### src/rtl/spatial_dither.sv
module spatial_dither #(
  parameter int IN_W   = 10,
  parameter int HI_W   = 8,
  parameter int LO_W   = 6,
  parameter int LFSR_W = 28,
  parameter int TAP_R  = 3,
  parameter int TAP_G  = 9,
  parameter int TAP_B  = 13
) (
  input  logic              clk,
  input  logic              rst_n,
  input  logic              in_valid,
  input  logic [IN_W-1:0]   in_r,
  input  logic [IN_W-1:0]   in_g,
  input  logic [IN_W-1:0]   in_b,
  input  logic              frame_start,
  input  logic              line_start,
  input  logic              cfg_en,
  input  logic              cfg_depth,
  input  logic [LFSR_W-1:0] cfg_seed,
  input  logic              cfg_mode,
  input  logic              cfg_frame_reseed,
  input  logic              cfg_hpf,
  output logic              out_valid,
  output logic [HI_W-1:0]   out_r,
  output logic [HI_W-1:0]   out_g,
  output logic [HI_W-1:0]   out_b
);
  localparam int DL = IN_W - LO_W;
  localparam int DH = IN_W - HI_W;
  localparam logic [IN_W-1:0] MAXV = '1;
  localparam logic [DL-1:0] HMASK = DL'((1 << DH) - 1);

  logic seeded;
  logic load;
  logic [LFSR_W-1:0] seed_nz;
  logic [IN_W-1:0] pin [3];
  logic [DL-1:0]   raw [3];
  logic [HI_W-1:0] res [3];

  assign load    = frame_start && (cfg_frame_reseed || !seeded);
  assign seed_nz = (cfg_seed == '0) ? LFSR_W'(1) : cfg_seed;
  assign pin[0]  = in_r;
  assign pin[1]  = in_g;
  assign pin[2]  = in_b;

  always_ff @(posedge clk) begin
    if (!rst_n) seeded <= 1'b0;
    else if (frame_start) seeded <= 1'b1;
  end

  for (genvar c = 0; c < 3; c++) begin : g_ch
    localparam int TAP = (c == 0) ? TAP_R : ((c == 1) ? TAP_G : TAP_B);
    logic [LFSR_W-1:0] st, cur;
    logic [DL-1:0] prev, pv, src, hp, n4, nz;
    logic [DL:0] d;
    logic [IN_W:0] sum;
    logic [IN_W-1:0] sat, sh;

    assign cur    = load ? seed_nz : st;
    assign raw[c] = cur[DL-1:0];
    assign src    = cfg_mode ? raw[c] : raw[0];
    assign pv     = line_start ? '0 : prev;
    assign d      = {1'b0, src} - {1'b0, pv};
    assign hp     = d[DL] ? '0 : (d[DL-1:0] >> 1);
    assign n4     = cfg_hpf ? hp : src;
    assign nz     = cfg_depth ? (n4 & HMASK) : n4;
    assign sum    = {1'b0, pin[c]} + (cfg_en ? (IN_W+1)'(nz) : '0);
    assign sat    = sum[IN_W] ? MAXV : sum[IN_W-1:0];
    assign sh     = cfg_depth ? (sat >> DH) : (sat >> DL);
    assign res[c] = HI_W'(sh);

    always_ff @(posedge clk) begin
      if (!rst_n) begin
        st   <= LFSR_W'(1);
        prev <= '0;
      end else if (in_valid) begin
        st   <= {cur[LFSR_W-2:0], cur[LFSR_W-1] ^ cur[TAP-1]};
        prev <= src;
      end else begin
        st   <= cur;
      end
    end
  end

  always_ff @(posedge clk) begin
    if (!rst_n) begin
      out_valid <= 1'b0;
      out_r <= '0;
      out_g <= '0;
      out_b <= '0;
    end else begin
      out_valid <= in_valid;
      if (in_valid) begin
        out_r <= res[0];
        out_g <= res[1];
        out_b <= res[2];
      end
    end
  end
endmodule

### config.mk
export PLATFORM = sky130hd
export DESIGN_NAME = spatial_dither
export DESIGN_NICKNAME = d
export VERILOG_FILES = /design/src/rtl/spatial_dither.sv
export SDC_FILE = /design/constraint.sdc
export NUM_CORES = 1
export LEC_CHECK = 0
export BUFFER_PORTS_ARGS = -buffer_cell sky130_fd_sc_hd__buf_2
export CAP_MARGIN = 10
export CELL_PAD_IN_SITES_DETAIL_PLACEMENT = 1
export CELL_PAD_IN_SITES_GLOBAL_PLACEMENT = 2
export CORE_MARGIN = 5
export CORE_UTILIZATION = 34
export DETAILED_ROUTE_END_ITERATION = 12
export GPL_TIMING_DRIVEN = 0
export PLACE_DENSITY_LB_ADDON = 0.1
export SYNTH_ARGS = -nofsm -noshare
export SYNTH_HDL_FRONTEND = slang
export SYNTH_SLANG_ARGS = --single-unit
### constraint.sdc
create_clock -name clk -period 7.3 [get_ports clk]
set_input_delay 0.73 -clock clk [delete_from_list [all_inputs] [get_ports clk]]
set_output_delay 0.73 -clock clk [all_outputs]
set_load 0.03 [all_outputs]
Word-level counts from Yosys, hierarchy flattened --
Index checks and enable logic that the tools add are counted.
Cells by class: add/subtract/negate cells 6, mux-type cells 30, bitwise logic cells 3, reduce and logical (&&, ||, !) cells 4
Operator list (count):
- 28-bit 2-to-1 mux | 7
- 4-bit 2-to-1 mux | 14
- 10-bit by 4-bit adder with 11-bit output | 3
- 10-bit 2-to-1 mux | 3
- 28-bit logical NOT | 1
- 8-bit 2-to-1 mux | 3
- 4-bit by 4-bit subtractor with 5-bit output | 3
- 3-bit 2-to-1 mux | 3
- 1-bit XOR | 3
- 1-bit logical AND | 1
- 1-bit logical NOT | 1
- 1-bit logical OR | 1
Word-level totals: flip-flop bits (word level) 122, input port bits 68, output and inout port bits 25, word-level logic and storage cells 54

Longest topological paths before layout --
depth in word-level cells 13, gate-level depth with buffers 24, mapped depth without buffers 24

Worst setup path before layout --
Ideal clock, no wire load.
path kind input to register, from in cfg_frame_reseed, to reg out_g[0], setup time 0.119 ns, data arrival time 5.222 ns, required time 7.181 ns, setup slack 1.960 ns, stages on the path 24, buffers on the path 1, cells stage by stage nand2b_1 buf_2 nand2_1 nor2_1 a22oi_1 inv_1 nor2_1 a21oi_1 fa_1 and3_1 nand2_1 or3_1 o211ai_1 nand2_1 a21boi_0 ha_1 and4_1 and4_1 o21ai_0 a41oi_1 o2111a_4 a41oi_1 inv_1 o221a_2
Between the ends: word-level cells in the longest chain between the ends 12, elaborated cells between the ends (all ways) 13, those cells by class 2 x add/sub; 9 x mux; 2 x reduce/logical
Ends and longest elaborated chain:
- start, declared | RTL line 22 | input logic cfg_frame_reseed,
- 1-bit logical OR (*) | RTL line 41 | assign load = frame_start && (cfg_frame_reseed || !seeded);
- 1-bit logical AND (*) | RTL line 41
- 28-bit 2-to-1 mux (*) | RTL line 60 | assign cur = load ? seed_nz : st;
- named net g_ch[0].cur[1] | RTL line 54 | logic [LFSR_W-1:0] st, cur;
- 4-bit 2-to-1 mux (*) | RTL line 62 | assign src = cfg_mode ? raw[c] : raw[0];
- named net g_ch[1].src[1] | RTL line 55 | logic [DL-1:0] prev, pv, src, hp, n4, nz;
- 4-bit by 4-bit subtractor with 5-bit output | RTL line 64 | assign d = {1'b0, src} - {1'b0, pv};
- 3-bit 2-to-1 mux | RTL line 65 | assign hp = d[DL] ? '0 : (d[DL-1:0] >> 1);
- 4-bit 2-to-1 mux (*) | RTL line 66 | assign n4 = cfg_hpf ? hp : src;
- 4-bit 2-to-1 mux (*) | RTL line 67 | assign nz = cfg_depth ? (n4 & HMASK) : n4;
- 4-bit 2-to-1 mux (*) | RTL line 68 | assign sum = {1'b0, pin[c]} + (cfg_en ? (IN_W+1)'(nz) : '0);
- 10-bit by 4-bit adder with 11-bit output (*) | RTL line 68
- 10-bit 2-to-1 mux (*) | RTL line 69 | assign sat = sum[IN_W] ? MAXV : sum[IN_W-1:0];
- 8-bit 2-to-1 mux (*) | RTL line 70 | assign sh = cfg_depth ? (sat >> DH) : (sat >> DL);
- end signal, assigned | RTL line 96 | out_g <= res[1];
- end, declared | RTL line 26 | output logic [HI_W-1:0] out_g,
The timed path passes the listed nets; every way through them passes the cells marked *. A chain may end at the register's enable or synchronous reset.

Final worst setup path --
from in frame_start, to reg out_g[0]
Between the ends: word-level cells in the longest chain between the ends 11, elaborated cells between the ends (all ways) 12, those cells by class 2 x add/sub; 9 x mux; 1 x reduce/logical
Ends and longest elaborated chain:
- start, declared | RTL line 16 | input logic frame_start,
- 1-bit logical AND (*) | RTL line 41
- 28-bit 2-to-1 mux (*) | RTL line 60
- named net g_ch[0].cur[1] | RTL line 54
- 4-bit 2-to-1 mux (*) | RTL line 62
- named net g_ch[1].src[1] | RTL line 55
- 4-bit by 4-bit subtractor with 5-bit output | RTL line 64
- 3-bit 2-to-1 mux | RTL line 65
- 4-bit 2-to-1 mux (*) | RTL line 66
- 4-bit 2-to-1 mux (*) | RTL line 67
- 4-bit 2-to-1 mux (*) | RTL line 68
- 10-bit by 4-bit adder with 11-bit output (*) | RTL line 68
- 10-bit 2-to-1 mux (*) | RTL line 69
- 8-bit 2-to-1 mux (*) | RTL line 70
Marked as above.

==> impl_results.md <==
* Status: finished clean
* First-pass GRT wire length at about 44000 um
* Post-layout minimum cycle time at between 6000 and 7000 ps
* Worst EP arrival at between 6000 and 7000 ps
* Internal at ~0.0014 W
* Worst-path clk slew at approximately 60 ps
* Clock sink count at roughly 120
* Pleak at roughly 3.5 nW
* P&R area growth vs syn at 20.5%
* Clock latency on the worst-skew pair at approximately 430 ps
* Placed Area at 7680 um^2
* CTS tree: built
* Clock Path Buffers at 2
* Design area at approximately 8300 um^2
* Hold_buf cts at 0
* # DRC at 0
* Final Wtd Congestion at 0.844
* Diode count at 0
* Max Cap Viol at 0
* Avg Cell Area, Syn at 7.99 um^2
* Hold Vio Cnt, Final at 0
* Starting density of the core at 34.3%
* I/O pin count at a little over 90
* Die extent in x at between 150 and 200 um
* Vias at ~7000
* Hold/Removal Path Class: reg -> reg
* Routed wire per std cell at ~22 um
* Post-DP HPWL at just over 20000 um
* Worst-case reg-to-reg path depth at 24
* Syn nets at 952
* Worst-Margin Slew at ~930 ps
* TritonCTS Buffers at 17
* Clk_skew at ~9.7 ps
* Critical path endpoint: out_g[0]$_SDFFE_PN0P_
* Tcrit/Tclk final at between 80% and 90%
* CP startpoint: frame_start
* Nets@finish at ~1100
* Initial antenna violation count at 0
* CORE AREA at 20100 um^2
* R2R Path End: out_g[0]$_SDFFE_PN0P_
* Power density cells at around 250 nW/um^2
* H-tree depth at 4
* Largest net degree at the start of global routing at 17
* Crit-path cells: buf_2, clkbuf_1, nand2_1, nor2_1, a22oi_1, inv_1, nor2_1, a21oi_1, fa_1, and3_1, nand2_1, or3_1, o211ai_1, nand2_1, a21boi_0, ha_1, and4_1, and4_1, o21ai_0, a41oi_1, o2111a_4, a41oi_1, inv_1, o221a_2
* FF+latch count, synth at ~120
* Max Slew Vio Count at 0
* Resize count post-CTS at 0
* Tot GR Track Use at between 20% and 30%
* Total congestion overflow at 0
* Setup TNS at 0 ps
* Clk root buf: clkbuf_16
* Setup violators final at 0
* Library cells used by synthesis at 67
* Crit-path leading delay family: compound AO/OA/AOI/OAI gates
* Initial DRC count at 320
* Crit path max fanout at 10
* Asr flop ratio synth at 0%
* Clock power frac at between 40 and 50%
* Die footprint at between 20000 and 25000 um^2
* Layout Utilization at between 40% and 50%
* CP required at between 7000 and 8000 ps
* Worst Setup End Kind: flop
* VDD IR max at ~0.00017 V
* Row count at 52
* RSZ-0062 raised after global routing: no
* Sequential share of power at a little over a third
* Slew Limit Headroom at about two fifths
* Port buffer count at 89
* CP max stage cell: nor2_1
* Setup CP Type: in -> reg
* R2r setup slk at 990 ps
* Stages on worst setup path at 24
* Share of total power in combinational logic at between 20% and 30%
* DRT Pass-1 Iters at 5
* Post-synth EDFFs at 0
* Final wirelength at between 20000 and 30000 um
* Post-synth top flop: dfxtp_1
* Worst path most repeated cell: nand2_1
* Cells after synthesis at between 800 and 900
* Vias in the first global route at between 7000 and 8000
* Layout cell share with drive strength beyond 1 at around 14%
* Max incr delay on CP at approximately 630 ps
* Startpoint Class: input pin
* Sw Pwr at around 0.00065 W
* Syn. warnings at 0
* Seq/Total Area, Yosys at about 35%
* Reg-to-Reg Start: seeded$_SDFFE_PN0P_
* Max Fclk at between 150 and 200 MHz
* Vias per cell at ~5.7
* Routed Antenna Nets at 0
* Die Y-Extent at between 150 and 200 um
* Crit path buffers/inverters at 4
* Sw Share at a little under a third
* Mapped cell area at about 7000 um^2
* Setup Fix Bufs, Post-CTS at 0
how the worst min path moves through the flow:
stage | cells past startpoint | slack [ps] | end | from
3_3_place_gp | 2 | 440 | out_g[6]$_SDFFE_PN0P_ | out_g[6]$_SDFFE_PN0P_
3_5_place_dp | 2 | 450 | out_g[6]$_SDFFE_PN0P_ | out_g[6]$_SDFFE_PN0P_
6_report | 2 | 450 | out_g[6]$_SDFFE_PN0P_ | out_g[6]$_SDFFE_PN0P_
4_1_cts | 2 | 460 | out_g[6]$_SDFFE_PN0P_ | out_g[6]$_SDFFE_PN0P_
2_1_floorplan | 2 | 430 | g_ch[0].prev[1]$_SDFFE_PN0P_ | g_ch[0].prev[1]$_SDFFE_PN0P_
5_1_grt | 2 | 490 | out_r[6]$_SDFFE_PN0P_ | out_r[6]$_SDFFE_PN0P_
synthesized netlist by cell type, types with 15 or more instances:
| master | n | area share [%] |
|---|---|---|
| inv_1 | 20 | 1.1 |
| ha_1 | 18 | 3.3 |
| a22oi_1 | 58 | 6.3 |
| a21oi_1 | 47 | 3.4 |
| and2_1 | 21 | 1.9 |
| a211oi_1 | 32 | 3.5 |
| nand3_1 | 16 | 1.2 |
| nand2_1 | 136 | 7.4 |
| dfxtp_1 | 122 | 35 |
| o22ai_1 | 15 | 1.4 |
| and3_1 | 42 | 3.8 |
| clkbuf_1 | 54 | 2.9 |
| nor2_1 | 48 | 2.6 |
| o21ai_0 | 42 | 3.0 |
registers in the layout, summed over array words and instances (netlist names):
register   flops
out_r          8
out_valid      1
g_ch.prev     12
out_b          8
seeded         1
out_g          8
g_ch.st       84
power groups by stage:
stage | logic [W] | clock network (W) | registers [W]
6_report | 0.000416 | 0.000922 | 0.000737
5_1_grt | 0.000457 | 0.000965 | 0.000742
4_1_cts | 0.000418 | 0.000930 | 0.000737
3_5_place_dp | 0.000415 | 0 | 0.000751
3_3_place_gp | 0.000412 | 0 | 0.000751
2_1_floorplan | 0.000250 | 0 | 0.000765
worst register-to-register path, delay by kind of cell, from the launching register on:
| kind | cells | cell delay [ps] |
|---|---|---|
| flops | 1 | 320 |
| fa+ha+maj | 2 | 560 |
| simple gates | 10 | 2280 |
| compound gates | 9 | 2430 |
| buf+inv | 3 | 620 |
layout make-up:
| class | instances | area, um^2 |
|---|---|---|
| fill | 2438 | 11800 |
| multi-input combinational | 662 | 4160 |
| sequential | 122 | 2440 |
| clock buffer | 20 | 467 |
| timing repair buffer | 89 | 445 |
| tap | 270 | 338 |
| buffer | 58 | 219 |
| clock inverter | 12 | 161 |
| inverter | 21 | 78.8 |
logic make-up after synthesis:
family                   after synthesis  share of synthesized area (%)
AO/OA/AOI/OAI                        288                           29.8
XOR/XNOR                              19                           2.41
adder cells (fa/ha/maj)               21                           4.14
buffers and inverters                 79                           4.32
flip-flops                           122                           35.4
multiplexers                           9                           1.31
AND/OR/NAND/NOR                      325                           22.6
layout by cell type, fill, tap and decap left out, types with 5 or more instances in the layout:
| cell | synthesis | layout |
|---|---|---|
| inv_1 | 20 | 20 |
| a22o_1 | 10 | 10 |
| o21ai_0 | 42 | 42 |
| a221oi_1 | 5 | 5 |
| a21o_1 | 8 | 8 |
| a21oi_1 | 47 | 47 |
| a211oi_1 | 32 | 32 |
| xor2_1 | 12 | 12 |
| nor4_1 | 9 | 9 |
| buf_2 | 1 | 90 |
| nor2_1 | 48 | 48 |
| nor3_1 | 9 | 9 |
| nand2b_1 | 13 | 13 |
| nand2_1 | 136 | 136 |
| o22ai_1 | 15 | 15 |
| and2_1 | 21 | 21 |
| or3_1 | 5 | 5 |
| ha_1 | 18 | 18 |
| and3_1 | 42 | 42 |
| dfxtp_1 | 122 | 122 |
| clkbuf_16 | 0 | 17 |
| a211o_1 | 6 | 6 |
| xnor2_1 | 7 | 7 |
| clkbuf_1 | 54 | 54 |
| nand3_1 | 16 | 16 |
| nor2b_1 | 7 | 7 |
| o211ai_1 | 9 | 9 |
| a22oi_1 | 58 | 58 |
| nand4_1 | 10 | 10 |
| mux2i_1 | 9 | 9 |
| a31oi_1 | 8 | 8 |
routing by layer:
metal	vias up	global-route usage, %	part of all wire [%]
li1	3423	-	-
met1	3521	30.3	45
met2	161	41.6	49
met3	29	3.52	3.4
met4	0	7.59	1.9
met5	-	0	0
stage by stage:
stage	setup slack (ps)	cells	total power [W]	hold WS [ps]
2_1_floorplan	1960	863	0.00102	426
3_3_place_gp	357	1222	0.00116	437
3_5_place_dp	294	1222	0.00117	445
4_1_cts	717	1254	0.00209	459
5_1_grt	271	1254	0.00216	491
6_report	744	1254	0.00207	455
Power figures use the tool's default switching activity.
